<file path="src/rtl/fgate_pkg.sv">
package fgate_pkg;
   // Section of the frame that the current byte slot belongs to.
   typedef enum logic [1:0] {
      SEG_HEAD = 2'd0,
      SEG_BODY = 2'd1,
      SEG_SUM  = 2'd2
   } seg_e;
endpackage

</file>
<file path="src/rtl/fg_capture.sv">
module fg_capture
   import fgate_pkg::*;
#(
   parameter  int BYTE_W      = 8,
   parameter  int HDR_BYTES   = 4,
   parameter  int PAY_BYTES   = 8,
   localparam int FRAME_BYTES = HDR_BYTES + PAY_BYTES + 1,
   localparam int IDX_W       = $clog2(FRAME_BYTES)
) (
   input  logic                          clk,
   input  logic                          rst_n,
   input  logic                          in_valid,
   input  logic [BYTE_W-1:0]             in_byte,
   output logic [IDX_W-1:0]              idx,
   output seg_e                          seg,
   output logic                          last_take,
   output logic [FRAME_BYTES*BYTE_W-1:0] frame_now
);
   localparam logic [IDX_W-1:0] LAST_IDX = IDX_W'(FRAME_BYTES - 1);
   localparam logic [IDX_W-1:0] HDR_END  = IDX_W'(HDR_BYTES);

   logic [IDX_W-1:0] idx_q;

   always_ff @(posedge clk or negedge rst_n) begin
      if (!rst_n) begin
         idx_q <= '0;
      end else if (in_valid) begin
         idx_q <= (idx_q == LAST_IDX) ? '0 : idx_q + IDX_W'(1);
      end
   end

   always_comb begin
      if (idx_q < HDR_END)        seg = SEG_HEAD;
      else if (idx_q == LAST_IDX) seg = SEG_SUM;
      else                        seg = SEG_BODY;
   end

   assign idx       = idx_q;
   assign last_take = in_valid && (idx_q == LAST_IDX);

   // One storage slot for every byte except the checksum, which is used
   // straight from the input on the completing cycle.
   for (genvar g = 0; g < FRAME_BYTES - 1; g++) begin : g_slot
      logic [BYTE_W-1:0] slot_q;
      always_ff @(posedge clk or negedge rst_n) begin
         if (!rst_n) begin
            slot_q <= '0;
         end else if (in_valid && (idx_q == IDX_W'(g))) begin
            slot_q <= in_byte;
         end
      end
      assign frame_now[g*BYTE_W +: BYTE_W] = slot_q;
   end

   assign frame_now[(FRAME_BYTES-1)*BYTE_W +: BYTE_W] = in_byte;
endmodule

</file>
<file path="src/rtl/fg_hdr_xor.sv">
module fg_hdr_xor
   import fgate_pkg::*;
#(
   parameter  int BYTE_W      = 8,
   parameter  int HDR_BYTES   = 4,
   parameter  int PAY_BYTES   = 8,
   localparam int FRAME_BYTES = HDR_BYTES + PAY_BYTES + 1,
   localparam int IDX_W       = $clog2(FRAME_BYTES)
) (
   input  logic              clk,
   input  logic              rst_n,
   input  logic              in_valid,
   input  logic [BYTE_W-1:0] in_byte,
   input  logic [IDX_W-1:0]  idx,
   input  seg_e              seg,
   output logic [BYTE_W-1:0] hdr_sum
);
   logic [BYTE_W-1:0] acc_q;

   // Slot 0 overwrites instead of folding in, so no frame inherits a
   // previous one's residue.
   always_ff @(posedge clk or negedge rst_n) begin
      if (!rst_n) begin
         acc_q <= '0;
      end else if (in_valid && (seg == SEG_HEAD)) begin
         acc_q <= ((idx == '0) ? '0 : acc_q) ^ in_byte;
      end
   end

   assign hdr_sum = acc_q;
endmodule

</file>
<file path="src/rtl/fg_forward.sv">
module fg_forward #(
   parameter  int BYTE_W      = 8,
   parameter  int HDR_BYTES   = 4,
   parameter  int PAY_BYTES   = 8,
   localparam int FRAME_BYTES = HDR_BYTES + PAY_BYTES + 1,
   localparam int FRAME_W     = FRAME_BYTES * BYTE_W
) (
   input  logic               clk,
   input  logic               rst_n,
   input  logic               last_take,
   input  logic [BYTE_W-1:0]  hdr_sum,
   input  logic [FRAME_W-1:0] frame_now,
   output logic               out_valid,
   output logic               bad_check,
   output logic [FRAME_W-1:0] out_frame
);
   logic               fire_q;
   logic               match_q;
   logic [FRAME_W-1:0] hold_q;
   logic               sum_ok;

   assign sum_ok = (frame_now[FRAME_W-1 -: BYTE_W] == hdr_sum);

   always_ff @(posedge clk or negedge rst_n) begin
      if (!rst_n) begin
         fire_q  <= 1'b0;
         match_q <= 1'b0;
         hold_q  <= '0;
      end else begin
         fire_q  <= last_take;
         match_q <= sum_ok;
         if (last_take && sum_ok) begin
            hold_q <= frame_now;
         end
      end
   end

   assign out_valid = fire_q & match_q;
   assign bad_check = fire_q & ~match_q;
   assign out_frame = hold_q;
endmodule

</file>
<file path="src/rtl/frame_gate.sv">
module frame_gate
   import fgate_pkg::*;
#(
   parameter  int BYTE_W      = 8,
   parameter  int HDR_BYTES   = 4,
   parameter  int PAY_BYTES   = 8,
   localparam int FRAME_BYTES = HDR_BYTES + PAY_BYTES + 1,
   localparam int FRAME_W     = FRAME_BYTES * BYTE_W
) (
   input  logic               clk,
   input  logic               rst_n,
   input  logic               in_valid,
   input  logic [BYTE_W-1:0]  in_byte,
   output logic               out_valid,
   output logic [FRAME_W-1:0] out_frame,
   output logic               bad_check
);
   localparam int IDX_W = $clog2(FRAME_BYTES);

   if (BYTE_W < 1) begin : g_bad_width
      $error("frame_gate: BYTE_W must be at least 1");
   end
   if (HDR_BYTES < 1) begin : g_bad_hdr
      $error("frame_gate: HDR_BYTES must be at least 1");
   end
   if (PAY_BYTES < 0) begin : g_bad_pay
      $error("frame_gate: PAY_BYTES must not be negative");
   end

   logic [IDX_W-1:0]   idx;
   seg_e               seg;
   logic               last_take;
   logic [FRAME_W-1:0] frame_now;
   logic [BYTE_W-1:0]  hdr_sum;

   fg_capture #(
      .BYTE_W(BYTE_W), .HDR_BYTES(HDR_BYTES), .PAY_BYTES(PAY_BYTES)
   ) u_capture (
      .clk(clk), .rst_n(rst_n), .in_valid(in_valid), .in_byte(in_byte),
      .idx(idx), .seg(seg), .last_take(last_take), .frame_now(frame_now)
   );

   fg_hdr_xor #(
      .BYTE_W(BYTE_W), .HDR_BYTES(HDR_BYTES), .PAY_BYTES(PAY_BYTES)
   ) u_hdr_xor (
      .clk(clk), .rst_n(rst_n), .in_valid(in_valid), .in_byte(in_byte),
      .idx(idx), .seg(seg), .hdr_sum(hdr_sum)
   );

   fg_forward #(
      .BYTE_W(BYTE_W), .HDR_BYTES(HDR_BYTES), .PAY_BYTES(PAY_BYTES)
   ) u_forward (
      .clk(clk), .rst_n(rst_n), .last_take(last_take), .hdr_sum(hdr_sum),
      .frame_now(frame_now), .out_valid(out_valid), .bad_check(bad_check),
      .out_frame(out_frame)
   );
endmodule

</file>
<file path="config.mk">
export PLATFORM = sky130hd
export DESIGN_NAME = frame_gate
export DESIGN_NICKNAME = d
export VERILOG_FILES = /design/src/rtl/fgate_pkg.sv /design/src/rtl/fg_capture.sv /design/src/rtl/fg_hdr_xor.sv /design/src/rtl/fg_forward.sv /design/src/rtl/frame_gate.sv
export SDC_FILE = /design/constraint.sdc
export NUM_CORES = 1
export LEC_CHECK = 0
export ABC_AREA = 1
export ABC_CLOCK_PERIOD_IN_PS = 2600
export BUFFER_PORTS_ARGS = -buffer_cell sky130_fd_sc_hd__buf_4
export CAP_MARGIN = 25
export CORE_MARGIN = 10
export CORE_UTILIZATION = 61
export DETAILED_ROUTE_END_ITERATION = 10
export PLACE_DENSITY = 0.81
export SYNTH_ARGS = -nofsm -noshare
export SYNTH_HDL_FRONTEND = slang
export SYNTH_SLANG_ARGS = --single-unit
</file>
<file path="constraint.sdc">
create_clock -name clk -period 2.6 [get_ports clk]
set_input_delay 0.26 -clock clk [delete_from_list [all_inputs] [get_ports clk]]
set_output_delay 0.26 -clock clk [all_outputs]
set_load 0.005 [all_outputs]
</file>
==> summary.md, run 1 <==
| Metric | Value |
|---|---|
| Distinct cells, synth | `18` |
| Antenna diodes | `0` |
| Fraction of layout cells with a size suffix above 1 | `0.166` |
| Clock sink count | `214` |
| Crit path launch type | `flip-flop` |
| Initial DRT Pass Iterations | `5` |
| Top-area cell type share of the netlist area | `0.638` |
| Period minus WS final | `1970 ps` |
| CTS Buf Count | `21` |
| FMAX | `0.507 GHz` |
| Cell Rows | `42` |
| WHS Endpoint | `u_capture.idx[0]` |
| Crit-path cells | `inv_1, ha_1, nand3_1, nor2_4, nand3_4, buf_4, nand2_1, nand2_1` |
| Worst path most repeated cell | `nand2_1` |
| Largest net degree at the start of global routing | `94` |
| Top cell type by total area after synthesis | `dfrtp_1` |
| Crit. End Element | `flip-flop` |
| Chip width | `137 um` |
| Seq cells post-synth | `214` |
| Syn avg cell area | `9.30 um2` |
| Area delta synth->final | `20.0%` |
| H-tree Lvls | `1` |
| Critical Path Max Stage Delay | `540 ps` |
| Die Height | `137 um` |
| Placeable Area | `13300 um2` |
| Total buffers and inverters traversed by the critical path | `2` |
| RSZ-0062 raised after global routing | `no` |
| Worst-case clock buffer depth | `3` |
| CP Max Fanout | `68` |
| Max-Slew Margin vs Limit | `0.534` |
| Antenna-violating nets left | `0` |
| Min-delay src | `in_valid` |
| WHS Path Cells | `2` |
| Post-Syn Nets | `918` |
| First-pass GRT wire length | `33400 um` |
| Top post-synthesis cells by area | `dfrtp_1, nand2_1, o21ai_0` |
| CTS resizes | `0` |
| I/O Buffers | `116` |
| Num ports | `117` |
| Count of pins over their slew limit | `0` |
| Grt ovf | `0` |
| Cells after Synth | `903` |
| All-Layer GR Usage | `0.219` |
| Worst-skew pair later-pin latency | `480 ps` |
| Final Hold Fails | `0` |
| Crit path arrival time | `2380 ps` |
| FF-to-FF path depth | `8` |
| Critical path startpoint | `u_capture.idx[0]` |
| Worst Path Required | `3010 ps` |
| HPWL reported at the end of detailed placement | `13000 um` |
| CP delay by family, top | `buffers and inverters` |
| Via count | `6607` |
| Area after DPL | `9420 um2` |
| YS warnings | `0` |
| Vias in the first global route | `6518` |
| Reg2Reg Setup Slack | `630 ps` |
| Pleak | `0.00545 uW` |
| VDD IR-drop max | `0.623 mV` |
| CP Class | `reg2reg` |
| Mapped Area | `8400 um2` |
| Setup violators final | `0` |
| Worst r2r src | `u_capture.idx[0]` |
| Avg WL per Cell | `17.3 um` |
| Final critical-path share of the clock period | `0.759` |
| Worst Hold Class | `in2reg` |
| Iteration-0 DRC Markers | `691` |
| Final Instance Area | `10100 um2` |
| Die area | `18900 um2` |
| Crit path max-delay cell type | `buf_4` |
| Total Routed Length | `20700 um` |
| Max-cap violations | `0` |
| Run status | `finished, final reports clean` |
| RD Place Congestion | `0.859` |
| Starting Density | `0.629` |
| Worst-Margin Slew | `700 ps` |
| Drc violations | `0` |
| Pwr Density | `909 nW/um2` |
| CTS tree | `built` |
| Via density | `5.54` |
| Initial antenna violation count | `0` |
| Clk_skew | `8.65 ps` |
| Sequential area share after synthesis | `0.638` |
| Clock Tree Root | `clkbuf_16` |
| Setup tns final | `0 ps` |
| Layout Nets | `1023` |
| Reg2reg end | `u_forward.out_frame[0]` |
| Reg clk slew, reported paths | `60 ps` |
==> metal layers <==
layer | vias up | share of wire | track usage
li1 | 3108 | - | -
met1 | 3244 | 0.41 | 0.292
met2 | 216 | 0.50 | 0.365
met3 | 39 | 0.069 | 0.0379
met4 | 0 | 0.019 | 0.0574
met5 | - | 0 | 0
==> registers in the layout, indices dropped and copies added (netlist names) <==
register and cells:
u_capture.g_slot.slot_q 96, u_forward.out_frame 104, u_hdr_xor.hdr_sum 8, u_capture.idx 4, u_forward.match_q 1, u_forward.fire_q 1
==> stage by stage <==
stage          cells  power (uW)  utilization  setup slack [ps]  hold slack, ps
2_1_floorplan    903        5640            -               948           -35.6
3_3_place_gp    1160        6110        0.705               796             276
3_5_place_dp    1160        6220        0.705               720             278
4_1_cts         1193        9190        0.755               678            33.7
5_1_grt         1193        9670        0.755               524            50.3
6_report        1193        9160        0.755               627            43.0
==> cell usage in the layout, fill, tap and decap left out <==
master	count
nand3_4	1
nor4_1	1
bufinv_16	1
inv_1	26
clkbuf_1	4
o21ai_1	8
clkbuf_8	7
nor2_2	1
ha_1	4
nand3_1	106
clkbuf_16	21
buf_12	5
dlygate4sd3_1	1
dfrtp_1	214
inv_2	10
nor2_1	19
o21ai_0	114
nand2_1	340
nor2_4	2
a21oi_1	1
xnor2_1	10
buf_4	121
==> power by group <==
group | total [uW] | internal [uW] | switching [uW]
registers | 4630 | 4140 | 496
clock network | 2910 | 1740 | 1180
logic | 1620 | 575 | 1040
==> cell usage after synthesis <==
library cell  number
a21oi_1            1
buf_1              2
buf_2             16
buf_6              6
clkbuf_1          22
dfrtp_1          214
ha_1               4
inv_1             26
inv_2             10
nand2_1          340
nand3_1          107
nor2_1            19
nor2_2             1
nor2_4             2
nor4_1             1
o21ai_0          114
o21ai_1            8
xnor2_1           10
==> cell families (layout without fill, tap and decap cells) <==
group / after synthesis / after routing / share of synthesized area
compound gates: 123 / 123 / 0.0733
xor+xnor: 10 / 10 / 0.0104
fa+ha+maj: 4 / 4 / 0.00596
buf+inv: 82 / 196 / 0.0444
flops: 214 / 214 / 0.638
simple gates: 470 / 470 / 0.228
==> repair_timing <==
item	4_1_cts	5_1_grt
hold buffers	1	0
buffers inserted	0	0
endpoints found under the setup margin	0	0
endpoints found under the hold margin	57	0
==> layout make-up <==
cell class                      instances  area [um2]
Clock inverter                          1        30.0
Multi-Input combinational cell        607        2680
Fill cell                             977        3270
Timing Repair Buffer                  128        1030
Clock buffer                           31         623
Sequential cell                       214        5360
Tap cell                              176         220
Inverter                               36         135
==> worst max path at each step <==
stage,end,slack [ps],cells past startpoint
global placement,u_forward.out_frame[21],800,8
floorplan,u_forward.out_frame[75],950,8
finish,u_forward.out_frame[0],630,8
detailed placement,u_forward.out_frame[51],720,8
global route,u_forward.out_frame[53],520,8
CTS,u_forward.out_frame[0],680,8
Power figures use the tool's default switching activity.
==> run 2: changes to the inputs <==
--- a/config.mk
+++ b/config.mk
@@ -6,13 +6,13 @@
 export NUM_CORES = 1
 export LEC_CHECK = 0
 export ABC_AREA = 1
-export ABC_CLOCK_PERIOD_IN_PS = 2600
+export ABC_CLOCK_PERIOD_IN_PS = 1600
 export BUFFER_PORTS_ARGS = -buffer_cell sky130_fd_sc_hd__buf_4
 export CAP_MARGIN = 25
 export CORE_MARGIN = 10
-export CORE_UTILIZATION = 61
+export CORE_UTILIZATION = 51
 export DETAILED_ROUTE_END_ITERATION = 10
-export PLACE_DENSITY = 0.81
+export PLACE_DENSITY = 0.72
 export SYNTH_ARGS = -nofsm -noshare
 export SYNTH_HDL_FRONTEND = slang
 export SYNTH_SLANG_ARGS = --single-unit
==> constraint.sdc (replaced) <==
create_clock -name clk -period 1.6 [get_ports clk]
set_input_delay 0.16 -clock clk [delete_from_list [all_inputs] [get_ports clk]]
set_output_delay 0.16 -clock clk [all_outputs]
set_load 0.005 [all_outputs]
==> run 2 against run 1 <==
The flow now finishes with violations (setup timing); sequential cell count unchanged; fmax up 19%; die area is 17% higher; via count rose by 3.9%; clock power up 64%; critical path type unchanged.
==> summary.md, run 2 (synthesis gave the netlist of run 1 again) <==
| Metric | Value |
|---|---|
| Clock sink count | `214 (unchanged)` |
| Drc violations | `0 (unchanged)` |
| Crit. End Element | `flip-flop` |
| Largest net degree at the start of global routing | `67 (-29%)` |
| Power Total | `15100 uW (+65%)` |
| Avg WL per Cell | `17.5 um (+1.1%)` |
| Antenna diodes | `0 (unchanged)` |
| Total Routed Length | `22600 um (+9.3%)` |
| Worst Hold Class | `in2reg` |
| Num ports | `117 (unchanged)` |
| Final critical-path share of the clock period | `1.04 (+0.278)` |
| I/O Buffers | `116 (unchanged)` |
| Commonest non-fill, non-tap cell in the layout | `nand2_1` |
| FMAX | `0.603 GHz (+19%)` |
| CTS Buf Count | `23 (+9.5%)` |
| Reg clk slew, reported paths | `60 ps (about the same)` |
| Clk_skew | `12.4 ps (+3.75 ps)` |
| Vias in the first global route | `6582 (+0.98%)` |
| Starting Density | `0.525 (-0.104)` |
| H-tree Lvls | `1 (unchanged)` |
| Crit path launch type | `flip-flop` |
| Clock Tree Root | `clkbuf_16` |
| Area delta synth->final | `29.6%` |
| Pleak | `0.00583 uW (+7.0%)` |
| Crit path arrival time | `2040 ps (-340 ps)` |
| Worst Path Required | `1980 ps (-1030 ps)` |
| Via count | `6867 (+3.9%)` |
| Final worst setup slack | `-59.0 ps (-686 ps)` |
| Iteration-0 DRC Markers | `674 (-2.5%)` |
| FF-to-FF path depth | `9 (+1)` |
| Cell Rows | `46 (+9.5%)` |
| Pwr Density | `1390 nW/um2 (+53%)` |
| Failing checks | `setup timing` |
| Initial antenna violation count | `0 (unchanged)` |
| Die Height | `148 um (+8.0%)` |
| Antenna-violating nets left | `0 (unchanged)` |
| Worst-skew pair later-pin latency | `500 ps (+20 ps)` |
| Period minus WS final | `1660 ps (-314 ps)` |
| Most frequent cells in the layout | `nand2_1, dfrtp_1, buf_4, o21ai_0, nand3_1` |
| Placeable Area | `16000 um2 (+20%)` |
| RD Place Congestion | `0.847 (-1.4%)` |
| WHS Path Cells | `3 (+1)` |
| RSZ-0062 raised after global routing | `yes` |
| Via density | `5.33 (-3.8%)` |
| Max-Slew Margin vs Limit | `0.649 (+0.115)` |
| Setup tns final | `-2120 ps (-2120 ps)` |
| Initial DRT Pass Iterations | `5 (unchanged)` |
| CP Class | `reg2reg` |
| VDD IR-drop max | `0.884 mV (+42%)` |
| Final Hold Fails | `0 (unchanged)` |
| CTS tree | `built` |
| Layout Nets | `1077 (+5.3%)` |
| Max reg flops | `104 (unchanged)` |
| Placed insts | `1222 (+5.3%)` |
| CP Max Fanout | `8 (-88%)` |
| Count of pins over their slew limit | `0 (unchanged)` |
| Max-cap violations | `0 (unchanged)` |
| Worst-Margin Slew | `526 ps (-174 ps)` |
| Chip width | `148 um (+8.0%)` |
| All-Layer GR Usage | `0.188 (-0.0312)` |
| Fill cell count | `1270 (+30%)` |
| Die area | `22000 um2 (+17%)` |
| Grt ovf | `0 (unchanged)` |
| First-pass GRT wire length | `34400 um (+3.0%)` |
| Worst-case clock buffer depth | `3 (unchanged)` |
| Worst hold margin | `10.9 ps (-32.1 ps)` |
| Run status | `finished with violations` |
| Final cell count without fillers | `1289 (+8.0%)` |
| Fraction of layout cells with a size suffix above 1 | `0.213 (+0.0472)` |
| HPWL reported at the end of detailed placement | `13300 um (+2.7%)` |
| Setup violators final | `93 (+93)` |
run 2: final timing paths:
| kind | endpoint | from | slack (ps) |
|---|---|---|---|
| min | u_forward.out_frame[103] | in_byte[7] | 10 |
| max | u_forward.out_frame[60] | u_capture.idx[1] | -60 |
| min in group asynchronous | u_forward.out_frame[86] | rst_n | 130 |
| min reg2reg | u_forward.out_frame[21] | u_forward.out_frame[21] | 470 |
| max in group asynchronous | u_capture.g_slot[7].slot_q[3] | rst_n | 860 |
| max reg2reg | u_forward.out_frame[60] | u_capture.idx[1] | -60 |
run 2: worst max-delay path: stages (launching register included):
cell,delay (ps)
dfrtp_1,410
inv_2,110
ha_4,140
nand3_2,100
nor2_4,170
nand3_4,120
buf_12,180
clkbuf_16,170
nand2_1,70
nand2_1,60
run 2: layout make-up:
type / count / area [um2] / area share
inverters: 36 / 135 / 0.0124
clock inverters: 3 / 18.8 / 0.00172
well taps: 216 / 270 / 0.0248
clock buffers: 33 / 643 / 0.0591
flip-flops and latches: 214 / 5360 / 0.492
multi-input cells: 607 / 2730 / 0.251
repair buffers: 180 / 1730 / 0.159
run 2: what timing repair did:
action,in CTS,in global routing
buffers inserted,0,9
pin swaps,0,4
cloned,0,13
endpoints found under the setup margin,61,158
gates resized for setup,3,28
hold buffers,9,0
hold endpoints to repair,223,0
run 2: power breakdown:
group | total [uW] | switching, uW | internal, uW
combinational | 2890 | 1760 | 1130
sequential | 7460 | 737 | 6720
clock | 4770 | 2000 | 2770
total | 15100 | 4490 | 10600
run 2: per-layer routing:
| metal | vias up | share of wire | global-route usage |
|---|---|---|---|
| met2 | 234 | 0.47 | 0.301 |
| met1 | 3370 | 0.44 | 0.258 |
| met5 | - | 0 | 0 |
| met4 | 0 | 0.016 | 0.0416 |
| li1 | 3232 | - | - |
| met3 | 31 | 0.073 | 0.0385 |
run 2: per-stage QoR:
step	utilization	worst slack [ps]	cell area, um2
6_report	0.680	-59.0	10900
5_1_grt	0.680	-176	10900
4_1_cts	0.653	-38.6	10500
3_5_place_dp	0.605	-27.5	9690
3_3_place_gp	0.605	33.7	9690
2_1_floorplan	-	16.5	8410
==> run 3: changes to the inputs <==
--- a/config.mk
+++ b/config.mk
@@ -9,6 +9,7 @@
 export ABC_CLOCK_PERIOD_IN_PS = 1600
 export BUFFER_PORTS_ARGS = -buffer_cell sky130_fd_sc_hd__buf_4
 export CAP_MARGIN = 25
+export CORE_ASPECT_RATIO = 1.75
 export CORE_MARGIN = 10
 export CORE_UTILIZATION = 51
 export DETAILED_ROUTE_END_ITERATION = 10
==> run 3 against run 2 <==
The run still ends with setup timing left; sequential power hardly changed; final cell count is 2.1% lower; non-clock buffer count is 1 lower; sequential cell count stayed put; utilization is 1.9 points lower; worst setup slack better by 23 ps; worst hold slack better by 170 ps; via count is 2.8% lower; combinational power hardly changed; clock skew is 12 ps higher; count of clock-buffer cells in the layout is 3 lower.
==> summary.md, run 3 (synthesis gave the netlist of run 1 again) <==
| Metric | Value |
|---|---|
| Run status | `finished with violations` |
| Failing checks | `setup timing` |
| Initial antenna violation count | `0 (unchanged)` |
| Logic pwr share | `0.197 (+0.006)` |
| Worst hold margin | `180 ps (+169 ps)` |
| Worst r2r src | `u_capture.idx[1]` |
| Reg clk slew, reported paths | `70 ps (about the same)` |
| Crit. End Element | `flip-flop` |
| Max-cap violations | `0 (unchanged)` |
| Crit path launch type | `flip-flop` |
| Via density | `5.29 (-0.67%)` |
| Starting Density | `0.516 (-0.00935)` |
| Clock sink count | `214 (unchanged)` |
| Max-Slew Margin vs Limit | `0.609 (-0.0397)` |
| Internal | `10400 uW (-2.2%)` |
| Commonest non-fill, non-tap cell in the layout | `nand2_1` |
| CP Capture Point | `u_forward.out_frame[96]` |
| Reg area | `5360 um2 (unchanged)` |
| Cell Rows | `62 (+35%)` |
| Setup violators final | `64 (-31%)` |
| DR WL met2 | `11700 um (+8.8%)` |
| Fill cell count | `1300 (+2.4%)` |
| Die area | `22200 um2 (+0.92%)` |
| Setup tns final | `-787 ps (+1340 ps)` |
| Worst Path Required | `1970 ps (about the same)` |
| Initial DRT Pass Iterations | `5 (unchanged)` |
| Worst-case clock buffer depth | `3 (unchanged)` |
| All-Layer GR Usage | `0.196 (+0.00834)` |
| Highest Signal Layer | `met4` |
| Crit path arrival time | `2010 ps (-30 ps)` |
| CTS tree | `built` |
| Grt ovf | `0 (unchanged)` |
| FMAX | `0.611 GHz (+1.4%)` |
| Reg2reg end | `u_forward.out_frame[96]` |
| CP Class | `reg2reg` |
| FF-to-FF path depth | `9 (unchanged)` |
| Drc violations | `0 (unchanged)` |
| Count of pins over their slew limit | `0 (unchanged)` |
| Antenna-violating nets left | `0 (unchanged)` |
| Clock share of power | `0.298 (-0.017)` |
| Placeable Area | `16300 um2 (+1.8%)` |
| Net Sw Power | `4390 uW (-2.4%)` |
| RSZ-0062 raised after global routing | `yes` |
| Via count | `6678 (-2.8%)` |
| First-pass GRT wire length | `34700 um (+0.86%)` |
| HPWL reported at the end of detailed placement | `14000 um (+5.4%)` |
| Avg WL per Cell | `17.5 um (-0.14%)` |
| Pleak | `0.00577 uW (-1.0%)` |
| Period minus WS final | `1640 ps (-23.1 ps)` |
| Area of the multi-input gates | `2740 um2 (+0.37%)` |
| Chip width | `117 um (-21%)` |
| Max reg flops | `104 (unchanged)` |
| Clock Tree Root | `clkbuf_16` |
| Share of power burned in registers | `0.505 (+0.012)` |
| I/O Buffers | `116 (unchanged)` |
| Area delta synth->final | `28.3%` |
| Worst-skew pair later-pin latency | `490 ps (about the same)` |
| Final worst setup slack | `-35.9 ps (+23.1 ps)` |
| Clk_skew | `24.6 ps (+12.2 ps)` |
| Reg2Reg Setup Slack | `-40 ps (+20 ps)` |
| Area after DPL | `9760 um2 (+0.75%)` |
| Fraction of layout cells with a size suffix above 1 | `0.214 (+0.000598)` |
| Worst-Margin Slew | `581 ps (+54.8 ps)` |
| Final critical-path share of the clock period | `1.02 (-0.0144)` |
| H-tree Lvls | `1 (unchanged)` |
| Sw Share | `0.297 (about the same)` |
| Largest net degree at the start of global routing | `51 (-24%)` |
| Critical path startpoint | `u_capture.idx[1]` |
| Vias in the first global route | `6655 (+1.1%)` |
| Final Hold Fails | `0 (unchanged)` |
| Layout Nets | `1072 (-0.46%)` |
| Total Routed Length | `22100 um (-2.2%)` |
| VDD IR-drop max | `0.983 mV (+11%)` |
| Iteration-0 DRC Markers | `393 (-42%)` |
| Met1 WL | `8350 um (-15%)` |
| Num ports | `117 (unchanged)` |
| RD Place Congestion | `0.818 (-3.4%)` |
| CP Max Fanout | `16 (+8)` |
| Final Instance Area | `10800 um2 (-1.0%)` |
| Wire length on met3 | `1170 um (-29%)` |
| Antenna diodes | `0 (unchanged)` |
| Pwr Density | `1370 nW/um2 (-1.3%)` |
| Die Height | `190 um (+28%)` |
| Most frequent cells in the layout | `nand2_1, dfrtp_1, buf_4, o21ai_0, nand3_1` |
| CTS Buf Count | `19 (-17%)` |
| Worst Hold Class | `in2async` |
[run 3: final cells by class]
cell class,count,share of cell area
sequential,214,0.497
multi-input combinational,607,0.255
timing repair buffer,179,0.158
clock buffer,30,0.0535
tap,192,0.0223
inverter,36,0.0125
clock inverter,4,0.00221
[run 3: worst min path at each step]
stage                      from                            end  slack [ps]
after floorplan           rst_n  u_capture.g_slot[0].slot_q[0]        -140
after global placement    rst_n           u_hdr_xor.hdr_sum[1]         130
after detailed placement  rst_n           u_hdr_xor.hdr_sum[1]         130
after CTS                 rst_n  u_capture.g_slot[2].slot_q[1]         190
after global routing      rst_n  u_capture.g_slot[2].slot_q[1]         210
final                     rst_n  u_capture.g_slot[2].slot_q[1]         180
[run 3: routing by layer]
| layer | vias to the layer above | global-route usage |
|---|---|---|
| met3 | 58 | 0.0265 |
| met5 | - | 0 |
| met4 | 0 | 0.0764 |
| met1 | 3191 | 0.236 |
| met2 | 213 | 0.344 |
| li1 | 3216 | - |
[run 3: through the flow]
step                      setup slack (ps)  total power, uW  instances   util
final                                -35.9            14800       1262  0.662
after global routing                  -114            15700       1262  0.662
after CTS                             10.5            14700       1258  0.653
after detailed placement             -40.3            10200       1205  0.599
after global placement                21.4            10100       1205  0.599
after floorplan                       16.5             9180        903      -
[run 3: power groups by stage]
stage                     clock network, uW  logic, uW  registers [uW]
after floorplan                           0       1850            7330
after global placement                    0       2600            7460
after detailed placement                  0       2690            7520
after CTS                              4500       2830            7420
after global routing                   4690       3380            7600
final                                  4410       2910            7450
[run 3: worst max-delay path, stage by stage, from the launching register on]
cell and delay (ps):
dfrtp_1 400, inv_2 90, ha_4 160, nand3_4 80, nor2_4 180, nand3_4 120, buf_12 170, clkbuf_16 190
nand2_1 70, nand2_1 40
[run 3: what timing repair did]
| item | CTS | global route |
|---|---|---|
| gates resized for setup | 7 | 22 |
| gates cloned | 3 | 3 |
| setup endpoints to repair | 98 | 141 |
| pin swaps | 1 | 2 |
| hold endpoints to repair | 224 | 0 |
| hold buffers | 10 | 0 |
| setup buffers | 6 | 1 |
